[src/rtl/serial_reg_pkg.sv]
// serial_reg_pkg: word indices, flag positions and reset constants shared by
// the serial register block, its sub-units and its checker.
package serial_reg_pkg;
    localparam int WIDX_W = 6;

    localparam logic [WIDX_W-1:0] WI_RXD  = 6'h00;
    localparam logic [WIDX_W-1:0] WI_TXD  = 6'h10;
    localparam logic [WIDX_W-1:0] WI_CR1  = 6'h20;
    localparam logic [WIDX_W-1:0] WI_CR2  = 6'h21;
    localparam logic [WIDX_W-1:0] WI_CR3  = 6'h22;
    localparam logic [WIDX_W-1:0] WI_CR4  = 6'h23;
    localparam logic [WIDX_W-1:0] WI_FCR  = 6'h24;
    localparam logic [WIDX_W-1:0] WI_ST1  = 6'h25;
    localparam logic [WIDX_W-1:0] WI_ST2  = 6'h26;
    localparam logic [WIDX_W-1:0] WI_BINC = 6'h29;
    localparam logic [WIDX_W-1:0] WI_BMOD = 6'h2A;
    localparam logic [WIDX_W-1:0] WI_BCNT = 6'h2B;
    localparam logic [WIDX_W-1:0] WI_MS   = 6'h2C;
    localparam logic [WIDX_W-1:0] WI_TST  = 6'h2D;

    // status 1 / control 1 share these positions
    localparam int B_TXRDY   = 13;
    localparam int B_RXRDY   = 9;
    localparam int B_RTSST   = 14;
    localparam int B_RXIDLE  = 6;
    localparam int B_TXMTEN  = 6;   // control 1
    // status 2 / control 4 share these positions
    localparam int B_TXEMPTY = 14;
    localparam int B_CDIN    = 5;
    localparam int B_TXCMPL  = 3;
    localparam int B_BRKDET  = 2;
    localparam int B_DATRDY  = 0;
    // control 2
    localparam int B_SRSTN   = 0;
    localparam int B_TXENA   = 2;
    // test word
    localparam int B_TRXEMP  = 5;
    localparam int B_TTXEMP  = 6;
    // receive word
    localparam int B_CHRDY   = 15;

    localparam logic [15:0] RX_ERR_WORD = 16'h4000;
    localparam logic [15:0] RX_BRK_WORD = 16'h5800;
    localparam logic [15:0] CR3_RST     = 16'h0700;
    localparam logic [15:0] BCNT_RST    = 16'h0004;
endpackage

[src/rtl/serial_rx_hold.sv]
// serial_rx_hold: single-character receive holding buffer.
// Assumes the producer offers a byte or break only while 'held' is low;
// strobes arriving while a character is held are dropped.
module serial_rx_hold
    import serial_reg_pkg::*;
#(
    parameter int BUF_W  = 16,
    parameter int BYTE_W = 8
) (
    input  logic              clk,
    input  logic              rst_n,
    input  logic              clr,
    input  logic              load_byte,
    input  logic [BYTE_W-1:0] byte_in,
    input  logic              load_brk,
    input  logic              consume,
    input  logic              brk_clr,
    output logic              held,
    output logic [BUF_W-1:0]  buf_q,
    output logic              brk_det
);
    logic take;
    assign take = !held && (load_byte || load_brk);

    // Buffer, held flag and break-detect update; break wins over a byte.
    always_ff @(posedge clk) begin
        if (!rst_n || clr) begin
            held    <= 1'b0;
            buf_q   <= BUF_W'(RX_ERR_WORD);
            brk_det <= 1'b0;
        end else if (take) begin
            held  <= 1'b1;
            buf_q <= load_brk ? BUF_W'(RX_BRK_WORD) : BUF_W'(byte_in);
            if (load_brk)
                brk_det <= 1'b1;
            else if (brk_clr)
                brk_det <= 1'b0;
        end else begin
            if (held && consume)
                held <= 1'b0;
            if (brk_clr)
                brk_det <= 1'b0;
        end
    end
endmodule

[src/rtl/serial_tx_launch.sv]
// serial_tx_launch: launches one transmit byte and tracks it until done.
// Assumes 'done' refers to the byte in flight; it is ignored when idle.
module serial_tx_launch #(
    parameter int BYTE_W = 8
) (
    input  logic              clk,
    input  logic              rst_n,
    input  logic              clr,
    input  logic              launch_req,
    input  logic [BYTE_W-1:0] byte_in,
    input  logic              done,
    output logic              pending,
    output logic              strobe,
    output logic [BYTE_W-1:0] byte_q
);
    logic launch;
    assign launch = launch_req && !pending;

    // In-flight flag and one-cycle launch strobe.
    always_ff @(posedge clk) begin
        if (!rst_n || clr) begin
            pending <= 1'b0;
            strobe  <= 1'b0;
            byte_q  <= '0;
        end else begin
            strobe <= launch;
            if (launch) begin
                pending <= 1'b1;
                byte_q  <= byte_in;
            end else if (done) begin
                pending <= 1'b0;
            end
        end
    end
endmodule

[src/rtl/serial_irq_join.sv]
// serial_irq_join: combines masked status bits into one level interrupt.
// Assumes status 1 and control 1 align the ready flags bit for bit, and
// control 4 aligns its enables with status 2.
module serial_irq_join
    import serial_reg_pkg::*;
#(
    parameter int REG_W = 16
) (
    input  logic [REG_W-1:0] st1,
    input  logic [REG_W-1:0] st2,
    input  logic [REG_W-1:0] cr1,
    input  logic [REG_W-1:0] cr4,
    output logic             irq
);
    logic [REG_W-1:0] rdy_sel;
    logic [REG_W-1:0] st2_mask;

    // Build the enable masks for both status words.
    always_comb begin
        rdy_sel = '0;
        rdy_sel[B_TXRDY] = 1'b1;
        rdy_sel[B_RXRDY] = 1'b1;
        st2_mask = '0;
        st2_mask[B_TXEMPTY] = cr1[B_TXMTEN];
        st2_mask[B_TXCMPL]  = cr4[B_TXCMPL];
        st2_mask[B_DATRDY]  = cr4[B_DATRDY];
    end

    assign irq = (|(st1 & cr1 & rdy_sel)) || (|(st2 & st2_mask));
endmodule

[src/rtl/serial_regblock.sv]
// serial_regblock: register file of a simple serial port with one-character
// receive buffer, transmit launch and combined interrupt.
// Assumes one access per cycle; read data is combinational and a receive
// read consumes the character at the clock edge ending the access.
module serial_regblock
    import serial_reg_pkg::*;
#(
    parameter int BUS_W  = 32,
    parameter int REG_W  = 16,
    parameter int BYTE_W = 8
) (
    input  logic              clk,
    input  logic              rst_n,
    input  logic              bus_en,
    input  logic              bus_we,
    input  logic [WIDX_W-1:0] bus_widx,
    input  logic [BUS_W-1:0]  bus_wdata,
    output logic [BUS_W-1:0]  bus_rdata,
    input  logic              rx_strobe,
    input  logic [BYTE_W-1:0] rx_byte,
    output logic              rx_ready,
    input  logic              brk_strobe,
    output logic              tx_strobe,
    output logic [BYTE_W-1:0] tx_byte,
    input  logic              tx_done,
    output logic              irq
);
    logic [REG_W-1:0] ctrl1_q, ctrl2_q, ctrl3_q, ctrl4_q;
    logic [REG_W-1:0] fifo_q, ms_q, bmod_q, bcnt_q;
    logic [REG_W-1:0] wlow, st1, st2, tst, rd_reg, rx_buf;
    logic wr, rd, soft_rst, held, brk_det, tx_pend;

    assign wlow     = bus_wdata[REG_W-1:0];
    assign wr       = bus_en && bus_we;
    assign rd       = bus_en && !bus_we;
    assign soft_rst = wr && (bus_widx == WI_CR2) && !bus_wdata[B_SRSTN];

    serial_rx_hold #(.BUF_W(REG_W), .BYTE_W(BYTE_W)) u_rx (
        .clk(clk), .rst_n(rst_n), .clr(soft_rst),
        .load_byte(rx_strobe), .byte_in(rx_byte), .load_brk(brk_strobe),
        .consume(rd && (bus_widx == WI_RXD)),
        .brk_clr(wr && (bus_widx == WI_ST2) && bus_wdata[B_BRKDET]),
        .held(held), .buf_q(rx_buf), .brk_det(brk_det)
    );

    serial_tx_launch #(.BYTE_W(BYTE_W)) u_tx (
        .clk(clk), .rst_n(rst_n), .clr(soft_rst),
        .launch_req(wr && (bus_widx == WI_TXD) && ctrl2_q[B_TXENA]),
        .byte_in(bus_wdata[BYTE_W-1:0]), .done(tx_done),
        .pending(tx_pend), .strobe(tx_strobe), .byte_q(tx_byte)
    );

    // Control, FIFO, baud and one-ms registers, with soft reset.
    always_ff @(posedge clk) begin
        if (!rst_n || soft_rst) begin
            ctrl1_q <= '0;
            ctrl2_q <= '0;
            ctrl2_q[B_SRSTN] <= 1'b1;
            ctrl3_q <= REG_W'(CR3_RST);
            ctrl4_q <= '0;
            fifo_q  <= '0;
            ms_q    <= '0;
            bmod_q  <= '0;
            bcnt_q  <= REG_W'(BCNT_RST);
            if (rst_n)
                ctrl2_q <= wlow | REG_W'(1 << B_SRSTN);
        end else if (wr) begin
            case (bus_widx)
                WI_CR1:  ctrl1_q <= wlow;
                WI_CR2:  ctrl2_q <= wlow;
                WI_CR3:  ctrl3_q <= wlow;
                WI_CR4:  ctrl4_q <= wlow;
                WI_FCR:  fifo_q  <= wlow;
                WI_BINC: bcnt_q  <= wlow;
                WI_BMOD: bmod_q  <= wlow;
                WI_MS:   ms_q    <= wlow;
                default: ;
            endcase
        end
    end

    // Assemble status and test words from live state.
    always_comb begin
        st1 = '0;
        st1[B_RTSST]  = 1'b1;
        st1[B_RXIDLE] = 1'b1;
        st1[B_TXRDY]  = !tx_pend;
        st1[B_RXRDY]  = held;
        st2 = '0;
        st2[B_TXEMPTY] = 1'b1;
        st2[B_CDIN]    = 1'b1;
        st2[B_TXCMPL]  = !tx_pend;
        st2[B_BRKDET]  = brk_det;
        st2[B_DATRDY]  = held;
        tst = '0;
        tst[B_TRXEMP] = !held;
        tst[B_TTXEMP] = 1'b1;
    end

    // Read multiplexer on the word index.
    always_comb begin
        rd_reg = '0;
        case (bus_widx)
            WI_RXD: begin
                rd_reg = rx_buf;
                rd_reg[B_CHRDY] = held;
            end
            WI_CR1:  rd_reg = ctrl1_q;
            WI_CR2:  rd_reg = ctrl2_q;
            WI_CR3:  rd_reg = ctrl3_q;
            WI_CR4:  rd_reg = ctrl4_q;
            WI_FCR:  rd_reg = fifo_q;
            WI_ST1:  rd_reg = st1;
            WI_ST2:  rd_reg = st2;
            WI_BMOD: rd_reg = bmod_q;
            WI_BCNT: rd_reg = bcnt_q;
            WI_MS:   rd_reg = ms_q;
            WI_TST:  rd_reg = tst;
            default: rd_reg = '0;
        endcase
    end

    assign bus_rdata = BUS_W'(rd_reg);
    assign rx_ready  = !held;

    serial_irq_join #(.REG_W(REG_W)) u_irq (
        .st1(st1), .st2(st2), .cr1(ctrl1_q), .cr4(ctrl4_q), .irq(irq)
    );
endmodule

[config.mk]
export PLATFORM = sky130hd
export DESIGN_NAME = serial_regblock
export DESIGN_NICKNAME = d
export VERILOG_FILES = /design/src/rtl/serial_reg_pkg.sv /design/src/rtl/serial_rx_hold.sv /design/src/rtl/serial_tx_launch.sv /design/src/rtl/serial_irq_join.sv /design/src/rtl/serial_regblock.sv
export SDC_FILE = /design/constraint.sdc
export NUM_CORES = 1
export LEC_CHECK = 0
export ABC_AREA = 1
export BUFFER_PORTS_ARGS = -buffer_cell sky130_fd_sc_hd__buf_2
export CORE_MARGIN = 2
export CORE_UTILIZATION = 55
export DETAILED_ROUTE_END_ITERATION = 10
export PLACE_DENSITY = 0.83
export SETUP_SLACK_MARGIN = 0.15
export SYNTH_ARGS = -nofsm -noshare
export SYNTH_HDL_FRONTEND = slang
export SYNTH_SLANG_ARGS = --single-unit
[constraint.sdc]
create_clock -name clk -period 7.8 [get_ports clk]
set_clock_uncertainty 0.2 [all_clocks]
set_input_delay 1.17 -clock clk [delete_from_list [all_inputs] [get_ports clk]]
set_output_delay 1.17 -clock clk [all_outputs]
set_load 0.03 [all_outputs]
==> results of run 1 <==
[kinds of logic after synthesis]
| logic type | share of synthesized area (%) |
|---|---|
| AND/OR/NAND/NOR | 35.90 |
| flip-flops | 43.57 |
| buffers and inverters | 10.69 |
| AO/OA/AOI/OAI | 9.790 |
| other | 0.05166 |
[flip-flops by register name (all words and copies together), names as in the netlist]
name          count
bcnt_q           16
bmod_q           16
ctrl1_q          16
ctrl2_q          16
ctrl3_q          16
ctrl4_q          16
fifo_q           16
ms_q             16
u_rx.buf_q       10
u_tx.byte_q       8
u_rx.brk_det      1
u_rx.held         1
u_tx.pending      1
u_tx.strobe       1
[cell type report]
class / instances / area, um2
fill: 1162 / 4815
multi-input combinational: 752 / 3385
sequential: 150 / 3163
clock buffer: 21 / 460.4
timing repair buffer: 70 / 367.9
tap: 172 / 215.2
inverter: 51 / 191.4
clock inverter: 10 / 176.4
[power by group through the flow]
| stage | clock network [mW] | registers, mW | logic (mW) |
|---|---|---|---|
| after floorplan | 0 | 0.815 | 0.0939 |
| after global placement | 0 | 0.817 | 0.114 |
| after detailed placement | 0 | 0.817 | 0.115 |
| after CTS | 0.900 | 0.800 | 0.116 |
| after global routing | 0.937 | 0.801 | 0.129 |
| final | 0.899 | 0.801 | 0.119 |
[per-layer routing]
layer,vias to the layer above,wire length [um]
met3,66,2254
li1,3368,-
met4,0,768
met1,3275,8659
met5,-,0
met2,406,9445
[placed cells by master, fill, tap and decap left out, types with 16 or more instances in the layout]
cell / count
a21oi_1: 120
buf_2: 63
clkbuf_16: 17
conb_1: 16
dfxtp_1: 134
edfxtp_1: 16
inv_1: 47
nand2_1: 289
nand3_1: 204
nor2_1: 68
o21ai_0: 20
[per-stage QoR]
step	instance area [um2]	cells	setup slack, ps
floorplan	7316	1050	4224
global placement	7322	1195	2768
detailed placement	7322	1195	2749
CTS	7959	1226	2716
global route	7959	1226	2439
finish	7959	1226	2638
[final timing paths]
path | cells past startpoint | start | slack [ps] | end
setup / recovery | 10 | bus_widx[3] | 2640 | bus_rdata[5]
hold / removal | 2 | ctrl3_q[7]$_SDFFE_PP0P_ | 260 | ctrl3_q[7]$_SDFFE_PP0P_
setup reg to reg | 6 | u_rx.held$_SDFFE_PP0P_ | 5890 | u_rx.buf_q[4]$_SDFFE_PP0P_
hold reg to reg | 2 | ctrl3_q[7]$_SDFFE_PP0P_ | 260 | ctrl3_q[7]$_SDFFE_PP0P_
[critical path: cells and delay by family]
kind | cells | cell delay [ps]
AND/OR/NAND/NOR | 7 | 1890
buffers and inverters | 3 | 700
==> out/results.ini, run 1 <==
[setup_path]
cp_cell_sequence = buf_2 > nor2_4 > nand2_1 > nor2_2 > buf_4 > nand2_1 > nand2_1 > nor2_1 > nand3_1 > buf_2
crit_required_ps = 6430
critPathSlowestCell = nor2_4
worst-path-max-fanout = 37
cp.arrival_ps = 3790
cp-end-kind = primary output
startpoint_type = input pin
cpPeakStageDelay_ps = 740
path_common_cell = nand2_1
path_class = input pin to primary output

[global_routing]
grt_pass1_wl_mm = 33.92
gr-usage-met2_pct = 47.27
use_met3_pct = 8.573
grt_max_degree = 68
track_usage_pct = 30.71
grt_overflow = 0
met1_usage_pct = 40.10
busiest_layer = met2
antenna_found_initial = 0
first_global_vias = 6603

[sta]
whs_ps = 258.7
period_needed_ps = 5162
fmax_mhz = 193.7
slew_viol_final = 0
rsz0062_at_grt = no
tightest_slew_ps = 1090
finalHoldViolations = 0
slew_headroom_pct = 27.06
finalSetupViolCount = 0
finalCritPeriodShare_pct = 66.17
finalSetupTns_ps = 0

[clock_network]
clock-sinks = 150
htree_levels = 4
clock-root-buffer = clkbuf_16
ctsResizeCount = 0
cts_setup_buffers = 0
cts_buffers = 17
max-clock-path-buffers = 2
cts_hold_buf = 0
clk_pin_slew_ps = 60
clock_latency_ps = 440
cts_tree = built

[synthesis]
synth.most_common_cell = nand2_1
synth_area_leaders = dfxtp_1 37%, nand2_1 15%, nand3_1 14%, a21oi_1 8.3%, edfxtp_1 6.6%
synth_async_sr_flop_share_pct = 0
synth_edf_count = 16
synthDominantCellAreaShare_pct = 36.95
postSynthAreaPerCell_um2 = 7.014
ys_seq_area_share_pct = 43.57
yosysTopAreaCell = dfxtp_1
ys_warn_count = 0
ys.flop_type = dfxtp_1
syn_area_mm2 = 0.007259
synth_cell_types = 26
synth_cells = 1035
synth_common_cells = 289 x nand2_1, 204 x nand3_1, 134 x dfxtp_1
yosys_register_bits = 150

[pwr]
p_clk_share_pct = 49.4
power_switching_mw = 0.4231
power_mw = 1.818
seqPwrFrac_pct = 44.0
power.share.switching_pct = 23.26
leakagePower_nw = 3.298
p_int_mw = 1.395
peakVddDrop_mv = 0.1983
p_comb_share_pct = 6.5
powerDensity_mw_per_mm2 = 228.5

[floorplan]
fp.dieH_um = 118.9
rows = 41
top_level_ports = 96
core_area_mm2 = 0.01277
start_util_pct = 56.83
die_width_um = 118.9
die-area_mm2 = 0.01413

[hold_path]
min_path_type = flip-flop to flip-flop

[route]
drtPass1Iterations = 5
wirelength_mm = 21.13
ant_nets = 0
remaining_drc_errors = 0
routed_via_density = 5.803
vias = 7115
wire_per_inst_um = 17.23
drt_iter0_drc = 895

[status]
status = completed

[place]
hpwl_mm = 12.58
port-buffer-count = 63
place.gp.congestion = 0.8801

[final_layout]
drive_above_1_share_pct = 11.57
final_util_pct = 62.31
areaGrowthSynthToFinish_pct = 9.635
fin_nets = 1095
n_antenna_cell = 0

[job]
drv_cap = 0

Power figures use the tool's default switching activity.
==> inputs of run 2 (changes only) <==
Settings changed: ABC_AREA 1 to 0.
Clock period 7.8 ns to 4.8 ns, I/O delays scaled along.
==> run 2 against run 1 <==
Compared with the run above:
- via count shrank 8.6%
- worst hold slack lost 6.8 ps
- power grew 51%
==> out/results.ini, run 2 <==
[pwr]
leakagePower_nw = 2.928
powerDensity_mw_per_mm2 = 351.8
peakVddDrop_mv = 0.2483

[floorplan]
fp.dieH_um = 116.8
start_util_pct = 55.86
die_width_um = 116.8
core_area_mm2 = 0.01252
die-area_mm2 = 0.01363
rows = 41
top_level_ports = 96

[place]
hpwl_mm = 13.71
port-buffer-count = 63
place.gp.congestion = 0.9404
dpl-instance-area_mm2 = 0.007267

[synthesis]
synthAdderAreaFrac_pct = 0
synth_area_leaders = dfxtp_1 38%, nand2_1 12%, a21oi_1 8.1%, edfxtp_1 6.9%, mux2i_1 4.0%
synth.area.mux_share_pct = 5.458
synth_cell_types = 60
synth_common_cells = 226 x nand2_1, 134 x dfxtp_1, 113 x a21oi_1
synth_top_family_by_area = simple AND/OR/NAND/NOR gates
yosys.area_share.simple_pct = 25.50
yosys_register_bits = 150
synth_compound_area_share_pct = 16.46
postSynthAreaPerCell_um2 = 8.284
synthDominantCellAreaShare_pct = 38.37
synth_cells = 844
synth.most_common_cell = nand2_1
ys_seq_area_share_pct = 45.24
synth_async_sr_flop_share_pct = 0
ys.flop_type = dfxtp_1
syn_area_mm2 = 0.006992
synthXorXnorAreaFrac_pct = 0
synth_edf_count = 16
yosysTopAreaCell = dfxtp_1
ys_warn_count = 0

[sta]
finalSetupViolCount = 0
finalSetupTns_ps = 0
whs_ps = 251.9
tightest_slew_ps = 1153
rsz0062_at_grt = no
slew_headroom_pct = 22.97
period_needed_ps = 3864
finalHoldViolations = 0
fmax_mhz = 258.8
finalCritPeriodShare_pct = 80.49
slew_viol_final = 0

[setup_path]
worst-path-max-fanout = 22
critPathLaunch = bus_widx[3]
path_class = input pin to primary output
crit_required_ps = 3880
r2r_start = u_rx.held$_SDFFE_PP0P_
cp-end-kind = primary output
cp.arrival_ps = 2940
startpoint_type = input pin

[clock_network]
cts_setup_buffers = 0
clk_pin_slew_ps = 50
max-clock-path-buffers = 2
clock_latency_ps = 420
clock-root-buffer = clkbuf_16
clock-sinks = 150
ctsResizeCount = 0
cts_tree = built
cts_buffers = 17
htree_levels = 4
cts_hold_buf = 0

[route]
drtPass1Iterations = 7
wire_per_inst_um = 20.02
vias = 6506
drt_iter0_drc = 793
ant_nets = 0
remaining_drc_errors = 0
wirelength_mm = 21.16
routed_via_density = 6.155

[final_layout]
finish.instance_area_mm2 = 0.007816
layout_common_cells = 226 x nand2_1, 134 x dfxtp_1, 113 x a21oi_1
fin_nets = 925
n_antenna_cell = 0
regArea_mm2 = 0.003163
multi_input_comb_area_mm2 = 0.003388
areaGrowthSynthToFinish_pct = 11.79
layout_commonest_cell = nand2_1
fill_cells = 1089
drive_above_1_share_pct = 16.72

[global_routing]
grt_max_degree = 75
grt_overflow = 0
track_usage_pct = 32.33
grt_pass1_wl_mm = 32.96
antenna_found_initial = 0
first_global_vias = 6111

[hold_path]
min_path_type = flip-flop to flip-flop
worstHoldStart = ctrl1_q[11]$_SDFFE_PP0P_

[job]
drv_cap = 0

[status]
status = completed

-- run 2: cell types whose count changed in the layout (fill, tap and decap cells not counted), moves of 10 or more --
cell / change
a22oi_1: +13
and2_1: +18
buf_4: +13
inv_1: -43
mux2i_1: +28
nand2_1: -63
nand3_1: -167
nor2_1: -41
nor3_1: +13
nor3b_1: +10
o21ai_0: -14
-- run 2: cells by family (layout without fill, tap and decap cells) --
group           after synthesis  count (layout)
simple gates                377             377
flops                       150             150
buf+inv                      94             120
compound gates              185             185
mux                          37              37
other cells                   1              16
-- run 2: cell type report --
class,instances,share of cell area (%)
multi-input cells,615,43.35
clock inverters,12,1.313
flip-flops and latches,150,40.47
inverters,4,0.1921
repair buffers,84,6.211
clock buffers,20,5.715
well taps,172,2.753
-- run 2: power by group --
| group | leakage [nW] | total [mW] | internal (mW) | switching (mW) |
|---|---|---|---|---|
| sequential | 1.24 | 1.30 | 1.29 | 0.0109 |
| clock | 0.267 | 1.25 | 0.724 | 0.524 |
| combinational | 1.43 | 0.204 | 0.0535 | 0.150 |
-- run 2: worst max-delay path: stages --
cell,delay [ps]
buf_2,290
or4b_1,580
buf_4,210
nor3_1,570
a211oi_1,170
o21ai_0,150
buf_2,250
-- run 2: through the flow --
step | utilization, % | setup slack [ps] | std cells | power (mW)
floorplan | - | 1238 | 859 | 1.471
global placement | 58.06 | 1031 | 1025 | 1.518
detailed placement | 58.06 | 1027 | 1025 | 1.520
CTS | 62.44 | 1011 | 1057 | 2.746
global route | 62.44 | 855.3 | 1057 | 2.826
finish | 62.44 | 936.4 | 1057 | 2.750
-- run 2: path summary, 6_finish.rpt --
kind / to / slack [ps] / cells after the start
setup / recovery: bus_rdata[5] / 940 / 7
setup reg to reg: u_rx.buf_q[2]$_SDFFE_PP0P_ / 3020 / 4
hold reg to reg: ctrl1_q[11]$_SDFFE_PP0P_ / 250 / 2
hold / removal: ctrl1_q[11]$_SDFFE_PP0P_ / 250 / 2
-- run 2: metal layers --
| metal | up-vias | global-route usage [%] | wire length, um |
|---|---|---|---|
| li1 | 2931 | - | - |
| met5 | - | 0 | 0 |
| met1 | 3001 | 42.33 | 8070 |
| met3 | 93 | 8.874 | 2845 |
| met2 | 481 | 49.29 | 9255 |
| met4 | 0 | 16.08 | 986 |
